==> config.mk <==
export PLATFORM = sky130hd
export DESIGN_NAME = crate_trig_packer
export DESIGN_NICKNAME = d
export VERILOG_FILES = /design/src/rtl/crate_trig_pkg.sv /design/src/rtl/crate_trig_ctrl.sv /design/src/rtl/crate_trig_datapath.sv /design/src/rtl/crate_trig_packer.sv
export SDC_FILE = /design/constraint.sdc
export NUM_CORES = 2
export LEC_CHECK = 0
export ABC_CLOCK_PERIOD_IN_PS = 46300
export BUFFER_PORTS_ARGS = -buffer_cell sky130_fd_sc_hd__buf_2
export CORE_MARGIN = 1.5
export CORE_UTILIZATION = 50
export DETAILED_ROUTE_END_ITERATION = 10
export MAX_ROUTING_LAYER = met4
export PLACE_DENSITY = 0.72
export SLEW_MARGIN = 15
export SYNTH_ARGS = -nofsm -noshare
export SYNTH_HDL_FRONTEND = slang
export SYNTH_SLANG_ARGS = --single-unit
==> constraint.sdc <==
create_clock -name clk -period 46.3 [get_ports clk]
set_input_delay 9.26 -clock clk [delete_from_list [all_inputs] [get_ports clk]]
set_output_delay 9.26 -clock clk [all_outputs]
set_load 0.1 [all_outputs]
==> src/rtl/crate_trig_pkg.sv <==
package crate_trig_pkg;
  localparam int SLOT_W   = 16;
  localparam int LANE_W   = 2 * SLOT_W;
  localparam int ENERGY_W = 20;
  localparam int COUNT_W  = 9;
  localparam int IDX_W    = 8;
  localparam int TS_W     = 8;
  localparam int WORD_W   = 64;

  typedef enum logic [1:0] {
    MODE_ENERGY = 2'd0,
    MODE_COUNT  = 2'd1,
    MODE_TAGGER = 2'd2,
    MODE_NONE   = 2'd3
  } trig_mode_e;

  typedef struct packed {
    logic capture;
    logic pack;
  } pipe_strobe_t;

  function automatic logic [COUNT_W-1:0] bitCount(input logic [SLOT_W-1:0] v);
    logic [COUNT_W-1:0] n;
    n = '0;
    for (int i = 0; i < SLOT_W; i++) n = n + COUNT_W'(v[i]);
    return n;
  endfunction

  function automatic logic [IDX_W-1:0] lowIndex(input logic [SLOT_W-1:0] v);
    logic [IDX_W-1:0] r;
    r = '1;
    for (int i = SLOT_W - 1; i >= 0; i--) if (v[i]) r = IDX_W'(i);
    return r;
  endfunction

  function automatic logic [IDX_W-1:0] highIndex(input logic [SLOT_W-1:0] v);
    logic [IDX_W-1:0] r;
    r = '1;
    for (int i = 0; i < SLOT_W; i++) if (v[i]) r = IDX_W'(i);
    return r;
  endfunction
endpackage

==> src/rtl/crate_trig_ctrl.sv <==
module crate_trig_ctrl
  import crate_trig_pkg::*;
(
  input  logic         clk,
  input  logic         rst_n,
  input  logic         inValid,
  output pipe_strobe_t strobes,
  output logic         outValid
);
  logic stageOneV;
  logic stageTwoV;

  always_ff @(posedge clk) begin
    if (!rst_n) begin
      stageOneV <= 1'b0;
      stageTwoV <= 1'b0;
    end else begin
      stageOneV <= inValid;
      stageTwoV <= stageOneV;
    end
  end

  always_comb begin
    strobes.capture = inValid;
    strobes.pack    = stageOneV;
  end

  assign outValid = stageTwoV;


  pack_follows_capture_chk: assert property (@(posedge clk) disable iff (!rst_n)
    strobes.pack |-> $past(strobes.capture));
endmodule

==> src/rtl/crate_trig_datapath.sv <==
module crate_trig_datapath
  import crate_trig_pkg::*;
#(
  parameter int NUM_IN = 16
) (
  input  logic                     clk,
  input  logic                     rst_n,
  input  pipe_strobe_t             strobes,
  input  logic [NUM_IN*LANE_W-1:0] inData,
  input  logic [NUM_IN-1:0]        enableMask,
  input  logic [1:0]               modeSel,
  input  logic [TS_W-1:0]          tstamp,
  output logic [WORD_W-1:0]        outWord
);
  localparam int PAYLOAD_W = 40;

  logic [LANE_W-1:0] laneQ [NUM_IN];
  trig_mode_e        modeQ;
  logic [TS_W-1:0]   tsQ;

  // stage 1: masked lane capture
  for (genvar k = 0; k < NUM_IN; k++) begin : g_lane
    always_ff @(posedge clk) begin
      if (!rst_n)                laneQ[k] <= '0;
      else if (strobes.capture)  laneQ[k] <= enableMask[k] ? inData[k*LANE_W +: LANE_W] : '0;
    end
  end

  always_ff @(posedge clk) begin
    if (!rst_n) begin
      modeQ <= MODE_ENERGY;
      tsQ   <= '0;
    end else if (strobes.capture) begin
      modeQ <= trig_mode_e'(modeSel);
      tsQ   <= tstamp;
    end
  end

  // stage 2: reduce per slot
  logic [ENERGY_W-1:0] sumT0, sumT1;
  logic [SLOT_W-1:0]   hitT0, hitT1;

  always_comb begin
    sumT0 = '0;
    sumT1 = '0;
    hitT0 = '0;
    hitT1 = '0;
    for (int k = 0; k < NUM_IN; k++) begin
      sumT0 = sumT0 + ENERGY_W'(laneQ[k][SLOT_W-1:0]);
      sumT1 = sumT1 + ENERGY_W'(laneQ[k][LANE_W-1:SLOT_W]);
      hitT0 = hitT0 | laneQ[k][SLOT_W-1:0];
      hitT1 = hitT1 | laneQ[k][LANE_W-1:SLOT_W];
    end
  end

  logic [IDX_W-1:0] minT0, maxT0, minT1, maxT1;
  assign minT0 = lowIndex(hitT0);
  assign maxT0 = highIndex(hitT0);
  assign minT1 = lowIndex(hitT1);
  assign maxT1 = highIndex(hitT1);

  logic [PAYLOAD_W-1:0] payload;
  always_comb begin
    unique case (modeQ)
      MODE_ENERGY: payload = {sumT1, sumT0};
      MODE_COUNT:  payload = {22'd0, bitCount(hitT1), bitCount(hitT0)};
      MODE_TAGGER: payload = {8'd0, maxT1, minT1, maxT0, minT0};
      default:     payload = '0;
    endcase
  end

  logic [47:0] body;
  logic [15:0] checkField;
  assign body       = {tsQ, payload};
  assign checkField = body[47:32] ^ body[31:16] ^ body[15:0];

  always_ff @(posedge clk) begin
    if (!rst_n)            outWord <= '0;
    else if (strobes.pack) outWord <= {checkField, body};
  end


  hold_when_idle_chk: assert property (@(posedge clk) disable iff (!rst_n)
    !strobes.pack |=> $stable(outWord));


  count_upper_zero_chk: assert property (@(posedge clk) disable iff (!rst_n)
    (strobes.pack && modeQ == MODE_COUNT) |=> outWord[39:18] == '0);


  tagger_order_chk: assert property (@(posedge clk) disable iff (!rst_n)
    (strobes.pack && modeQ == MODE_TAGGER) |=>
      ((outWord[7:0] <= outWord[15:8]) && (outWord[23:16] <= outWord[31:24])
       && outWord[39:32] == '0));


  none_mode_zero_chk: assert property (@(posedge clk) disable iff (!rst_n)
    (strobes.pack && modeQ == MODE_NONE) |=> outWord[39:0] == '0);
endmodule

==> src/rtl/crate_trig_packer.sv <==
module crate_trig_packer
  import crate_trig_pkg::*;
#(
  parameter int NUM_IN = 16
) (
  input  logic                     clk,
  input  logic                     rst_n,
  input  logic                     inValid,
  input  logic [NUM_IN*LANE_W-1:0] inData,
  input  logic [NUM_IN-1:0]        enableMask,
  input  logic [1:0]               modeSel,
  input  logic [TS_W-1:0]          tstamp,
  output logic                     outValid,
  output logic [WORD_W-1:0]        outWord
);
  pipe_strobe_t strobes;

  crate_trig_ctrl i_ctrl (
    .clk      (clk),
    .rst_n    (rst_n),
    .inValid  (inValid),
    .strobes  (strobes),
    .outValid (outValid)
  );

  crate_trig_datapath #(.NUM_IN(NUM_IN)) i_datapath (
    .clk        (clk),
    .rst_n      (rst_n),
    .strobes    (strobes),
    .inData     (inData),
    .enableMask (enableMask),
    .modeSel    (modeSel),
    .tstamp     (tstamp),
    .outWord    (outWord)
  );


  valid_latency_chk: assert property (@(posedge clk) disable iff (!rst_n)
    $rose(outValid) |-> $past(inValid, 2));


  check_field_chk: assert property (@(posedge clk) disable iff (!rst_n)
    outValid |-> outWord[63:48] == (outWord[47:32] ^ outWord[31:16] ^ outWord[15:0]));


  stamp_chk: assert property (@(posedge clk) disable iff (!rst_n)
    outValid |-> outWord[47:40] == $past(tstamp, 2));
endmodule

After elaboration in Yosys (flattened, before gate mapping). Memory sizes are Yosys's and may differ from the RTL's. Index checks and enable logic that the tools add are counted. W data, S select, Z words.

Flip-flop bits (word level): 76. RAM bits: 512. Input bits: 541. Output and inout bits: 65. Logic and storage cells: 218. Memories kept: 1.

$add $sub $neg: 60. Equal/unequal tests: 2. Muxes and demuxes: 101. Bitwise logic cells: 48. Reductions and logical operators: 1.

Memory list: i_datapath.laneQ (depth 16, bits a word 32, rd ports 16, clocked after memory_dff 0, write ports 16, RTL line crate_trig_datapath.sv:17) `logic [LANE_W-1:0] laneQ [NUM_IN];`.

Operators with widths (number): $mux W32 (32); $add A20 B16 Y20 (28); $mux W8 (64); $or A16 B16 Y16 (30); $add A9 B1 Y9 (28); $pmux W40 S3 (1); $add A16 B16 Y17 (2); $xor A16 B16 Y16 (2); $or A1 B1 Y1 (16); $add A1 B1 Y2 (2); $mux W1 (4); $eq A2 B1 Y1 const B (1); $eq A2 B2 Y1 const B (1); $logic_not A2 Y1 (1).

Logic depth before layout (Yosys ltp). An unclocked memory read counts as a cell.

Depth in word-level cells: 35. Depth in mapped cells: 31. Gate-level depth less buffers: 31.

By module. Synthesis repeated with hierarchy kept, for this count alone.

Cell total of the unflattened synthesis: 3168. Area, all modules: 38398.1 µm².

By module, submodules not included: crate_trig_datapath (times used 1, cells an instance 3162, area an instance 38330.5 µm², seq. area each 16856.2 µm²); crate_trig_ctrl (times used 1, cells an instance 6, area an instance 67.6 µm², seq. area each 40.0 µm²).

Worst setup path before layout. Ideal clock, no wire load.

Kind: input port to flip-flop. From: input port inValid. To: memory i_datapath.laneQ[0][0] (netlist bit), enable pin. Library setup time: 0.973 ns. Arrival: 22.199 ns. Data required time: 45.327 ns. Slack: 23.128 ns. Stages on the path: 3. Buffers on the path: 2. Cell sequence: clkbuf_1 -> buf_1 -> nand2b_1.

RTL lines: from (decl) (RTL line crate_trig_packer.sv:8) `input logic inValid,`; to (decl) (RTL line crate_trig_datapath.sv:17).

==> impl_metrics.py <==
metrics = {
    "global_route": {
        "grt_pass1_wl_mm": 167,
        "grt_start_max_net_pins": 187,
        "antenna_found_initial": 18,
        "grt_overflow": 0,
        "track_usage_pct": 30.7,
        "grt_pass1_vias": 27300,
    },
    "route": {
        "ant_nets": 0,
        "drc_errors": 0,
        "postRouteWirelength_mm": 117,
        "routed_via_density": 5.33,
        "wl_per_cell_microns": 23.7,
        "drt-pass1-iter-count": 6,
        "vias": 26300,
        "drtIter0Drc": 2357,
    },
    "sta": {
        "tightest_slew_ns": 1.28,
        "rsz0062_at_grt": "no",
        "finalSetupViolCount": 0,
        "skew_ns": 0.0299,
        "fmax_ghz": 0.0802,
        "hold_viol": 0,
        "min_period_ns": 12.47,
        "min_period_over_period_pct": 26.9,
        "drv_slew": 0,
        "relSlewSlack_pct": 14.4,
        "setup_tns_ns": 0,
    },
    "die": {
        "die_w_microns": 280,
        "die-area_sq_um": 78500,
        "core_region_area_sq_um": 75900,
        "initial_core_util_pct": 50.6,
        "die_h_microns": 280,
        "pin_count": 606,
        "rows": 101,
    },
    "job": {
        "drv_cap": 0,
    },
    "placement": {
        "hpwl_mm": 88.4,
        "io_buffers": 605,
        "routabilityCongestion": 0.928,
    },
    "worst_setup_path": {
        "worstSetupPathType": "primary input to register",
        "path_buf_inv": 3,
        "critPathLaunch": "inValid",
        "required_ns": 46.51,
        "r2r_slack_ns": 36.71,
        "worst_path_max_delay_cell": "buf_4",
        "max_stage_delay_ns": 0.92,
        "critical_path_peak_fanout": 186,
        "timing.critical_path.arrival_ns": 12.68,
        "r2r-start": "i_datapath.laneQ[0][1]",
        "endpoint_kind": "register",
        "critPathLaunchType": "primary input",
        "crit_family": "buffers and inverters",
        "cp_cell_sequence": "buf_2 -> nand2b_4 -> buf_4 -> buf_12",
    },
    "min_path": {
        "min_path_type": "register to register",
        "hold_start": "i_datapath.outWord[39]",
    },
    "finish": {
        "syn2layout_area_growth_pct": 16.6,
        "post-route-util_pct": 59.0,
        "drive_gt1_share_pct": 19.4,
        "layout.nets": 4938,
    },
    "clock_network": {
        "cts_tree": "built",
        "postCtsSetupBuffers": 0,
        "path_clk_slew_ns": 0.06,
        "clockBufferDepth": 3,
        "clock_latency_ns": 0.62,
        "htreeDepth": 3,
        "postCtsHoldBufs": 0,
        "cts_made_buffers": 68,
        "cts_root_buffer": "clkbuf_16",
        "cts_resized": 0,
        "cts_sinks": 588,
    },
    "logic_synthesis": {
        "synth-edff-count": 512,
        "synth_area_leader_cell": "edfxtp_1",
        "yosysSeqAreaShare_pct": 44.0,
        "synthArstFlopShare_pct": 0,
        "syn_nets": 4335,
        "synthTopCellsByArea": "edfxtp_1 40%, fa_1 23%, and2_1 8.4%",
        "ys_top_cells_by_count": "643 x inv_1, 517 x and2_1, 512 x edfxtp_1",
        "synth.avg_cell_area_sq_um": 11.9,
        "synth_most_common_cell": "inv_1",
        "yosys_warnings": 0,
        "ys_seq_elements": 588,
        "synthCells": 3226,
        "synth_top_area_share_pct": 40.0,
        "syn-cell-area_sq_um": 38400,
        "synth_cell_types": 69,
        "synthFlopType": "edfxtp_1",
    },
    "status": {
        "outcome": "complete, no violations",
    },
}
## sequential cells by signal, indices dropped and copies added, names as in the netlist
name,cells
i_datapath.laneQ,512
i_ctrl.outValid,1
i_datapath.modeQ,2
i_datapath.outWord,64
i_datapath.tsQ,8
i_ctrl.stageOneV,1
## worst register-to-register path, delay by kind of cell (launching register included)
kind                     cells  cell delay, ns
flip-flops                   1            0.37
AND/OR/NAND/NOR              2            0.30
buffers and inverters        3            0.19
XOR/XNOR                     1            0.18
AO/OA/AOI/OAI               14            4.93
adder cells (fa/ha/maj)      8            3.51
## metrics by stage
stage | hold WS (ns) | cell area, sq um | std cells | setup slack [ns]
2_1_floorplan | 0.503 | 38400 | 3226 | 23.13
3_3_place_gp | 0.451 | 42600 | 4789 | 33.48
3_5_place_dp | 0.453 | 42600 | 4789 | 33.40
4_1_cts | 0.462 | 44800 | 4914 | 34.04
5_1_grt | 0.482 | 44800 | 4921 | 33.81
6_report | 0.464 | 44800 | 4927 | 33.83
## routing by layer
layer	share of wire [%]	GRT usage, %	vias to the layer above
met3	9.5	7.08	259
met5	0	-	-
met2	48	49.8	1209
met1	37	37.1	13000
li1	-	-	11800
met4	4.7	12.6	0
## final timing paths
check             depth (start not counted)                  endpoint
setup / recovery                          4  i_datapath.laneQ[2][111]
hold / removal                            2    i_datapath.outWord[39]
setup reg to reg                         28    i_datapath.outWord[50]
hold reg to reg                           2    i_datapath.outWord[39]
## logic make-up after synthesis
| logic type | after synthesis | share of synthesized area [%] |
|---|---|---|
| flops | 588 | 44.0 |
| buf+inv | 725 | 7.10 |
| fa+ha+maj | 568 | 26.9 |
| xor+xnor | 68 | 1.55 |
| mux | 33 | 0.860 |
| simple gates | 979 | 15.0 |
| compound gates | 265 | 4.56 |
## cell usage in the layout, fill, tap and decap left out, drive strengths merged, types with 6 or more instances in the layout
| cell | count |
|---|---|
| inv | 647 |
| buf | 613 |
| and2 | 517 |
| edfxtp | 512 |
| fa | 432 |
| ha | 136 |
| nor2 | 102 |
| clkbuf | 84 |
| dfxtp | 76 |
| nor4 | 71 |
| nor3 | 67 |
| a21oi | 64 |
| o21ai | 56 |
| xnor2 | 54 |
| nand2 | 53 |
| nand3 | 34 |
| mux2i | 33 |
| nor4b | 33 |
| nand4 | 33 |
| a211oi | 31 |
| clkinv | 28 |
| and3 | 26 |
| a21o | 18 |
| a31oi | 14 |
| xor2 | 14 |
| diode | 13 |
| o211ai | 11 |
| nor2b | 11 |
| or3 | 10 |
| o21a | 8 |
| o21bai | 7 |
| bufinv | 6 |
## layout make-up
class / instances / area (sq um)
clock inverters: 41 / 395
multi-input cells: 1913 / 18800
repair buffers: 613 / 3110
clock buffers: 84 / 1840
well taps: 1030 / 1290
fillers: 6240 / 31100
diodes: 13 / 32.5
inverters: 645 / 2420
flip-flops and latches: 588 / 16900
Power is left out: the tool's default activity adds up to more than one toggle a clock period on the data nets, which glitch-free logic cannot reach.
